<file path="config.mk">
export PLATFORM = sky130hd
export DESIGN_NAME = ireg_bridge
export DESIGN_NICKNAME = d
export VERILOG_FILES = /design/src/rtl/ireg_pkg.sv /design/src/rtl/ireg_host_regs.sv /design/src/rtl/ireg_core_port.sv /design/src/rtl/ireg_bridge.sv
export SDC_FILE = /design/constraint.sdc
export NUM_CORES = 1
export LEC_CHECK = 0
export ABC_AREA = 1
export BUFFER_PORTS_ARGS = -buffer_cell sky130_fd_sc_hd__buf_2
export CAP_MARGIN = 5
export CELL_PAD_IN_SITES_DETAIL_PLACEMENT = 2
export CELL_PAD_IN_SITES_GLOBAL_PLACEMENT = 2
export CORE_UTILIZATION = 25
export DETAILED_ROUTE_END_ITERATION = 10
export GPL_TIMING_DRIVEN = 0
export PLACE_DENSITY = 0.78
export SYNTH_ARGS = -nofsm -noshare
export SYNTH_HDL_FRONTEND = slang
export SYNTH_SLANG_ARGS = --single-unit
</file>
<file path="constraint.sdc">
create_clock -name clk -period 1.09 [get_ports clk]
set_clock_uncertainty 0.05 [all_clocks]
set_input_delay 0.1635 -clock clk [delete_from_list [all_inputs] [get_ports clk]]
set_output_delay 0.1635 -clock clk [all_outputs]
set_load 0.05 [all_outputs]
</file>
<file path="src/rtl/ireg_pkg.sv">
package ireg_pkg;
  // host register select encoding
  typedef enum logic [0:0] {
    SEL_CTRL = 1'b0,
    SEL_DATA = 1'b1
  } host_sel_e;
endpackage

</file>
<file path="src/rtl/ireg_host_regs.sv">
module ireg_host_regs
  import ireg_pkg::*;
#(
  parameter int AW = 6,
  parameter int DW = 8
) (
  input  logic          clk,
  input  logic          rst,
  input  logic          host_sel,
  input  logic          host_wr,
  input  logic          host_rd,
  input  logic [DW-1:0] host_wdata,
  output logic [DW-1:0] host_rdata,
  input  logic          pending,
  input  logic          rd_done,
  input  logic [DW-1:0] rd_data,
  output logic          start_rd,
  output logic          start_wr,
  output logic [AW-1:0] tgt_addr,
  output logic          err
);
  localparam int AUTO_BIT = AW;
  localparam int BUSY_BIT = AW + 1;

  logic [AW-1:0] addr_q;
  logic          auto_q;
  logic          busy_q;
  logic [DW-1:0] data_q;
  logic          ctrl_wr, data_wr, ctrl_rd, data_rd;

  always_comb begin
    ctrl_wr  = host_wr && (host_sel == SEL_CTRL);
    data_wr  = host_wr && (host_sel == SEL_DATA);
    ctrl_rd  = host_rd && (host_sel == SEL_CTRL);
    data_rd  = host_rd && (host_sel == SEL_DATA);
    tgt_addr = ctrl_wr ? host_wdata[AW-1:0] : addr_q;
    start_rd = !pending && ((ctrl_wr && host_wdata[BUSY_BIT]) || (data_rd && auto_q));
    start_wr = !pending && data_wr;
  end

  always_ff @(posedge clk) begin
    if (rst) begin
      addr_q     <= '0;
      auto_q     <= 1'b0;
      busy_q     <= 1'b0;
      data_q     <= '0;
      err        <= 1'b0;
      host_rdata <= '0;
    end else begin
      if (ctrl_wr) begin
        addr_q <= host_wdata[AW-1:0];
        auto_q <= host_wdata[AUTO_BIT];
      end
      if (start_rd)     busy_q <= 1'b1;
      else if (rd_done) busy_q <= 1'b0;
      if (rd_done) data_q <= rd_data;
      if (data_wr && pending) err <= 1'b1;
      if (ctrl_rd)      host_rdata <= DW'({busy_q, auto_q, addr_q});
      else if (data_rd) host_rdata <= data_q;
    end
  end
endmodule

</file>
<file path="src/rtl/ireg_core_port.sv">
module ireg_core_port #(
  parameter int AW = 6,
  parameter int DW = 8
) (
  input  logic          clk,
  input  logic          rst,
  input  logic          start_rd,
  input  logic          start_wr,
  input  logic [AW-1:0] tgt_addr,
  input  logic [DW-1:0] tgt_wdata,
  output logic          pending,
  output logic          rd_done,
  output logic [DW-1:0] rd_data,
  output logic          core_req,
  output logic          core_we,
  output logic [AW-1:0] core_addr,
  output logic [DW-1:0] core_wdata,
  input  logic          core_ack,
  input  logic [DW-1:0] core_rdata
);
  logic is_rd_q;

  always_comb begin
    rd_done = core_ack && pending && is_rd_q;
    rd_data = core_rdata;
  end

  always_ff @(posedge clk) begin
    if (rst) begin
      pending    <= 1'b0;
      is_rd_q    <= 1'b0;
      core_req   <= 1'b0;
      core_we    <= 1'b0;
      core_addr  <= '0;
      core_wdata <= '0;
    end else begin
      core_req <= 1'b0;
      if (start_rd || start_wr) begin
        core_req   <= 1'b1;
        core_we    <= start_wr;
        core_addr  <= tgt_addr;
        core_wdata <= tgt_wdata;
        is_rd_q    <= start_rd;
        pending    <= 1'b1;
      end else if (core_ack && pending) begin
        pending <= 1'b0;
      end
    end
  end
endmodule

</file>
<file path="src/rtl/ireg_bridge.sv">
module ireg_bridge #(
  parameter int AW = 6,
  parameter int DW = 8
) (
  input  logic          clk,
  input  logic          rst,
  input  logic          host_sel,
  input  logic          host_wr,
  input  logic          host_rd,
  input  logic [DW-1:0] host_wdata,
  output logic [DW-1:0] host_rdata,
  output logic          core_req,
  output logic          core_we,
  output logic [AW-1:0] core_addr,
  output logic [DW-1:0] core_wdata,
  input  logic          core_ack,
  input  logic [DW-1:0] core_rdata,
  output logic          err
);
  logic          pending, rd_done, start_rd, start_wr;
  logic [DW-1:0] rd_data;
  logic [AW-1:0] tgt_addr;

  ireg_host_regs #(.AW(AW), .DW(DW)) u_regs (
    .clk(clk), .rst(rst), .host_sel(host_sel), .host_wr(host_wr),
    .host_rd(host_rd), .host_wdata(host_wdata), .host_rdata(host_rdata),
    .pending(pending), .rd_done(rd_done), .rd_data(rd_data),
    .start_rd(start_rd), .start_wr(start_wr), .tgt_addr(tgt_addr), .err(err)
  );

  ireg_core_port #(.AW(AW), .DW(DW)) u_port (
    .clk(clk), .rst(rst), .start_rd(start_rd), .start_wr(start_wr),
    .tgt_addr(tgt_addr), .tgt_wdata(host_wdata), .pending(pending),
    .rd_done(rd_done), .rd_data(rd_data), .core_req(core_req),
    .core_we(core_we), .core_addr(core_addr), .core_wdata(core_wdata),
    .core_ack(core_ack), .core_rdata(core_rdata)
  );
endmodule

</file>
==> results.yml, run 1 <==
outcome:
  status: "finished, violations left"
  violations: "setup timing"
clocking:
  cts_max_level: 2
  clkTransAtPathRegs_ns: 0.09
  cts_buffers: 5
  ctsHoldBuffers: 0
  clock-sinks: 43
  cts_root_buffer: "clkbuf_8"
  tritoncts: "yes"
  clk-insertion-delay-late_ns: 0.30
  cts_buffer_depth: 2
timing:
  timing.final.crit_share: 1.05
  setup_viol: 12
  period_needed_ns: 1.15
  tns_ns: -0.134
  max_clock_freq_ghz: 0.873
  final.setup.worst_slack_ns: -0.0551
  finalHoldViolations: 0
  slew_viol_final: 0
  slew_headroom: 0.638
  tightest_slew_ns: 0.543
  rsz0062_at_grt: "true"
  hold_ws_ns: 0.0210
floorplanning:
  dieArea_um2: 7370
  die_x_um: 85.9
  die_y_um: 85.9
  initial_core_util: 0.259
  core_um2: 6790
  io_pins: 47
  num_rows: 30
power_and_ir_drop:
  p_sw_mw: 1.20
  leakage_nw: 1.16
  p_clk_frac: 0.292
  ir_drop_mv: 0.534
  p_int_mw: 2.41
  power.density_nw_per_um2: 1430
  p_sw_frac: 0.333
  power_frac_seq: 0.477
  p_comb_frac: 0.231
worst_setup_path:
  start_kind: "register"
  endpoint: "u_port.core_addr[1]"
  endpoint_kind: "register"
  ff2ff_path_depth: 7
  timing.rr.start: "u_regs.auto_q"
  critPathMaxStageDelay_ns: 0.35
  cp_cell_sequence: "nand3_2 > nand2_2 > nand2_4 > buf_6 > nand3_1 > nand2_1 > nor2_1"
  cp_slowest_cell: "dfxtp_2"
  cp-startpoint: "u_regs.auto_q"
  crit_required_ns: 1.27
  reg2reg_to: "u_port.core_addr[1]"
  arrival_ns: 1.33
  reg2reg_slack_ns: -0.06
  critPathMaxFanout: 10
  criticalPathCategory: "reg -> reg"
detailed_routing:
  drtIter0Drc: 69
  routedWlPerCell_um: 14.2
  drc: 0
  via_per_inst: 4.44
  firstDrtPassIters: 4
  ant_nets: 0
  drt-total-wl_mm: 5.63
  vias: 1763
placement:
  placed_cell_area_um2: 2110
  gp_congestion: 0.705
  pre_cts_ws_ns: -0.239
  port_buffers: 46
  dpl.hpwl_mm: 4.01
layout:
  fillers: 793
  mostFrequentLayoutCells: "nand2_1, dfxtp_1, inv_1"
  finalCoreUtilization: 0.371
  final_common_cell: "nand2_1"
  drive_above_1_share: 0.332
  n_antenna_cell: 0
  post-route-cell-area_um2: 2520
  area_growth_pct: 43.3
  nets: 322
synth:
  synth_fp_nets: 265
  yosysWarningCount: 0
  synthCells: 243
  synth.distinct_cells: 16
  avgSynthCellArea_um2: 7.23
  ys_ff_latch: 43
  synth-seq-area-share: 0.490
  syn_area_um2: 1760
global_routing:
  grt_pass1_wl_mm: 9.18
  grt_overflow: 0
  grt_pass1_vias: 1858
  antenna_found_initial: 0
  grt_max_degree: 18
  grtUsageTotal: 0.161
flow_run:
  maxCapViolations: 0
hold_path:
  hold_path.class: "in -> reg"
  min_from: "rst"
==> critical path, delay by kind of cell (launching register included) <==
kind | cells | cell delay, ns
flip-flops | 1 | 0.35
buffers and inverters | 1 | 0.16
AND/OR/NAND/NOR | 6 | 0.53
==> what timing repair did <==
action	4_1_cts	5_1_grt
setup buffers	1	4
setup endpoints to repair	52	40
pin swaps	0	3
gates resized for setup	49	48
==> cells by family after synthesis <==
group	Yosys count	share of synthesized area
compound gates	51	0.154
simple gates	102	0.238
buf+inv	47	0.117
flops	43	0.490
==> how the worst min path moves through the flow <==
| stage | endpoint | slack (ns) | cells after the start |
|---|---|---|---|
| 2_1_floorplan | u_regs.addr_q[4] | 0.18 | 1 |
| 3_3_place_gp | u_regs.addr_q[4] | 0.34 | 2 |
| 3_5_place_dp | u_port.pending | 0.34 | 2 |
| 4_1_cts | u_port.pending | 0.005 | 2 |
| 5_1_grt | u_port.pending | 0.009 | 2 |
| 6_report | u_port.pending | 0.02 | 2 |
==> Yosys cell counts <==
cell,count,share of area
inv_1,34,0.073
o211ai_1,6,0.026
or2_2,1,0.0036
clkbuf_1,2,0.0043
a21oi_1,33,0.094
buf_6,3,0.019
nand2_2,1,0.0036
inv_2,2,0.0043
o21ai_0,11,0.031
nand2_4,1,0.0064
a31oi_1,1,0.0036
nand2_1,61,0.13
buf_2,6,0.017
nor2_1,19,0.041
nand3_1,19,0.054
dfxtp_1,43,0.49
==> registers in the layout (all words and copies together) (netlist names) <==
name	cells
u_port.core_req	1
u_regs.data_q	8
u_port.core_wdata	8
u_regs.addr_q	6
u_regs.auto_q	1
u_regs.host_rdata	8
u_port.is_rd_q	1
u_regs.err	1
u_regs.busy_q	1
u_port.pending	1
u_port.core_addr	6
u_port.core_we	1
==> area by class of cell <==
cell class | count | area, um2 | area share
buffer | 10 | 106 | 0.0422
clock buffer | 5 | 68.8 | 0.0273
clock inverter | 3 | 20.0 | 0.00795
inverter | 36 | 140 | 0.0556
multi-input combinational | 153 | 796 | 0.316
sequential | 43 | 873 | 0.347
tap | 96 | 120 | 0.0477
timing repair buffer | 51 | 394 | 0.156
==> power groups by stage <==
stage / Sequential (mW) / Combinational (mW) / Clock (mW)
finish: 1.72 / 0.834 / 1.05
global route: 1.73 / 0.904 / 1.15
CTS: 1.71 / 0.767 / 1.09
detailed placement: 1.74 / 0.687 / 0
global placement: 1.74 / 0.667 / 0
floorplan: 1.95 / 0.263 / 0
==> metal layers <==
metal  up-vias  wire length (um)  share of wire  global-route usage
li1        878                 -              -                   -
met4         0                53         0.0094              0.0364
met3         5               155          0.028              0.0375
met5         -                 0              0                   0
met2        26              2770           0.49               0.269
met1       854              2640           0.47               0.212
==> stage by stage <==
step | power [mW] | cells
3_3_place_gp | 2.41 | 385
3_5_place_dp | 2.43 | 385
2_1_floorplan | 2.22 | 243
4_1_cts | 3.56 | 393
5_1_grt | 3.78 | 397
6_report | 3.61 | 397
(Power assumes the default switching activity.)
==> run 2, diff against run 1 <==
ABC_AREA = 0   (was 1)
CORE_UTILIZATION = 28   (was 25)
PLACE_DENSITY = 0.79   (was 0.78)
==> results.yml, run 2 <==
clocking:
  clk-insertion-delay-late_ns: 0.30
  clkTransAtPathRegs_ns: 0.09
  cts_max_level: 2
  tritoncts: "yes"
  cts_buffers: 5
  cts_buffer_depth: 2
  cts_root_buffer: "clkbuf_8"
  ctsHoldBuffers: 0
  clock-sinks: 43
layout:
  post-route-cell-area_um2: 2550
  reg.largest.list: "u_port.core_wdata: 8 flops, u_regs.data_q: 8 flops, u_regs.host_rdata: 8 flops"
  finalCoreUtilization: 0.424
  drive_above_1_share: 0.407
  fillers: 660
  fin_cells: 321
  nets: 267
  final_common_cell: "dfxtp_1"
  mostFrequentLayoutCells: "dfxtp_1, buf_2, buf_6"
  area_growth_pct: 44.1
  regArea_um2: 873
  multiInputGateArea_um2: 947
  n_antenna_cell: 0
global_routing:
  grt_pass1_wl_mm: 9.12
  grtUsageTotal: 0.190
  grt_pass1_vias: 1692
  grt_overflow: 0
  grt_max_degree: 14
  antenna_found_initial: 0
worst_setup_path:
  cp_slowest_cell: "dfxtp_2"
  reg2reg_slack_ns: -0.13
  endpoint_kind: "register"
  arrival_ns: 1.33
  start_kind: "register"
  critPathMaxFanout: 6
  cp_cell_sequence: "buf_6 > and2b_4 > a211oi_4 > a211oi_2"
  criticalPathCategory: "reg -> reg"
  critPathMaxStageDelay_ns: 0.37
  crit_required_ns: 1.20
placement:
  port_buffers: 44
  placed_cell_area_um2: 2130
  dpl.cell_count: 306
  dpl.hpwl_mm: 3.87
  gp_congestion: 0.711
synth:
  avgSynthCellArea_um2: 9.47
  ys_ff_latch: 43
  synth-compound-area-share: 0.241
  synth_top_area_frac: 0.486
  synth.largest_area_cell: "dfxtp_1"
  yosysWarningCount: 0
  synthAdderAreaFrac: 0
  synth_top_family_by_area: "compound AO/OA/AOI/OAI gates"
  yosys-top-cells-count: "dfxtp_1, a211oi_1, a21oi_1"
  synth.distinct_cells: 31
  synth_most_common_cell: "dfxtp_1"
  synth-seq-area-share: 0.486
  synth_area_leaders: "dfxtp_1, mux2i_1, a211oi_1, o211ai_1, a21oi_1"
  synth.area.mux_share: 0.0847
  synth_fp_nets: 209
  yosys.area_share.simple: 0.133
  synthCells: 187
  synth_xor_area_frac: 0
  async_flop_share: 0
  synth_top_flop_cell: "dfxtp_1"
  syn_area_um2: 1770
  synth_edf_count: 0
detailed_routing:
  ant_nets: 0
  firstDrtPassIters: 4
  routedWlPerCell_um: 18.8
  drtIter0Drc: 38
  drt-total-wl_mm: 6.03
  via_per_inst: 5.20
  vias: 1668
  drc: 0
timing:
  timing.final.crit_share: 1.12
  finalHoldViolations: 0
  final.setup.worst_slack_ns: -0.126
  tns_ns: -1.12
  setup_viol: 18
  tightest_slew_ns: 0.618
  period_needed_ns: 1.22
  rsz0062_at_grt: "true"
  slew_viol_final: 0
  slew_headroom: 0.588
  max_clock_freq_ghz: 0.822
outcome:
  status: "finished, violations left"
  violations: "setup timing"
power_and_ir_drop:
  ir_drop_mv: 0.827
  leakage_nw: 1.04
  power.density_nw_per_um2: 1520
floorplanning:
  initial_core_util: 0.294
  die_x_um: 81.5
  dieArea_um2: 6650
  core_um2: 6030
  io_pins: 47
  die_y_um: 81.5
  num_rows: 28
hold_path:
  hold_path.class: "in -> reg"
flow_run:
  maxCapViolations: 0
## run 2: changes by cell type after synthesis, sizes merged, moves of 14 or more
cell	delta
nand2	-45
inv	-34
a211oi	+20
nand3	-17
mux2i	+15
a21oi	-14
## run 2: repair_timing
action / CTS / global route
pin swaps: 14 / 9
cloned: 2 / 1
buffers inserted: 2 / 3
gates resized for setup: 50 / 25
setup endpoints to repair: 50 / 36
## run 2: stage by stage
step / hold WS (ns) / worst slack (ns) / power, mW
2_1_floorplan: 0.249 / -0.0341 / 2.22
3_3_place_gp: 0.365 / -0.213 / 2.40
3_5_place_dp: 0.365 / -0.216 / 2.41
4_1_cts: 0.0316 / -0.114 / 3.84
5_1_grt: 0.0451 / -0.155 / 4.00
6_report: 0.0418 / -0.126 / 3.87
## run 2: kinds of logic after synthesis
| logic type | count (synthesis) |
|---|---|
| AO/OA/AOI/OAI | 62 |
| AND/OR/NAND/NOR | 49 |
| flip-flops | 43 |
| buffers and inverters | 18 |
| multiplexers | 15 |
## run 2: layout make-up
cell class | instances | share of cell area
Clock buffer | 6 | 0.0323
Multi-Input combinational cell | 127 | 0.371
Sequential cell | 43 | 0.342
Clock inverter | 2 | 0.0137
Inverter | 2 | 0.00490
Timing Repair Buffer | 51 | 0.155
Tap cell | 75 | 0.0367
Buffer | 15 | 0.0441
## run 2: per-layer routing
layer  share of wire  GRT usage  vias to the layer above
li1                -          -                      792
met1            0.43      0.221                      844
met2            0.53      0.343                       27
met3           0.024     0.0344                        5
met4           0.013     0.0696                        0
met5               0          0                        -
## run 2: critical path: cells and delay by family, from the launching register on
family	cells	cell delay (ns)
flops	1	0.37
simple gates	1	0.24
compound gates	2	0.29
buf+inv	1	0.12
## run 2: path summary, 6_finish.rpt
path	startpoint	end	cells after the start
worst min-delay path	core_rdata[1]	u_regs.data_q[1]	3
worst max register to register	u_port.pending	u_port.core_addr[4]	4
worst max-delay path	u_port.pending	u_port.core_addr[4]	4
worst min register to register	u_regs.data_q[3]	u_regs.data_q[3]	2
## run 2: power by group
part	internal [mW]	switching (mW)	leakage, nW
clock	0.742	0.583	0.0612
combinational	0.312	0.510	0.619
sequential	1.66	0.0698	0.355
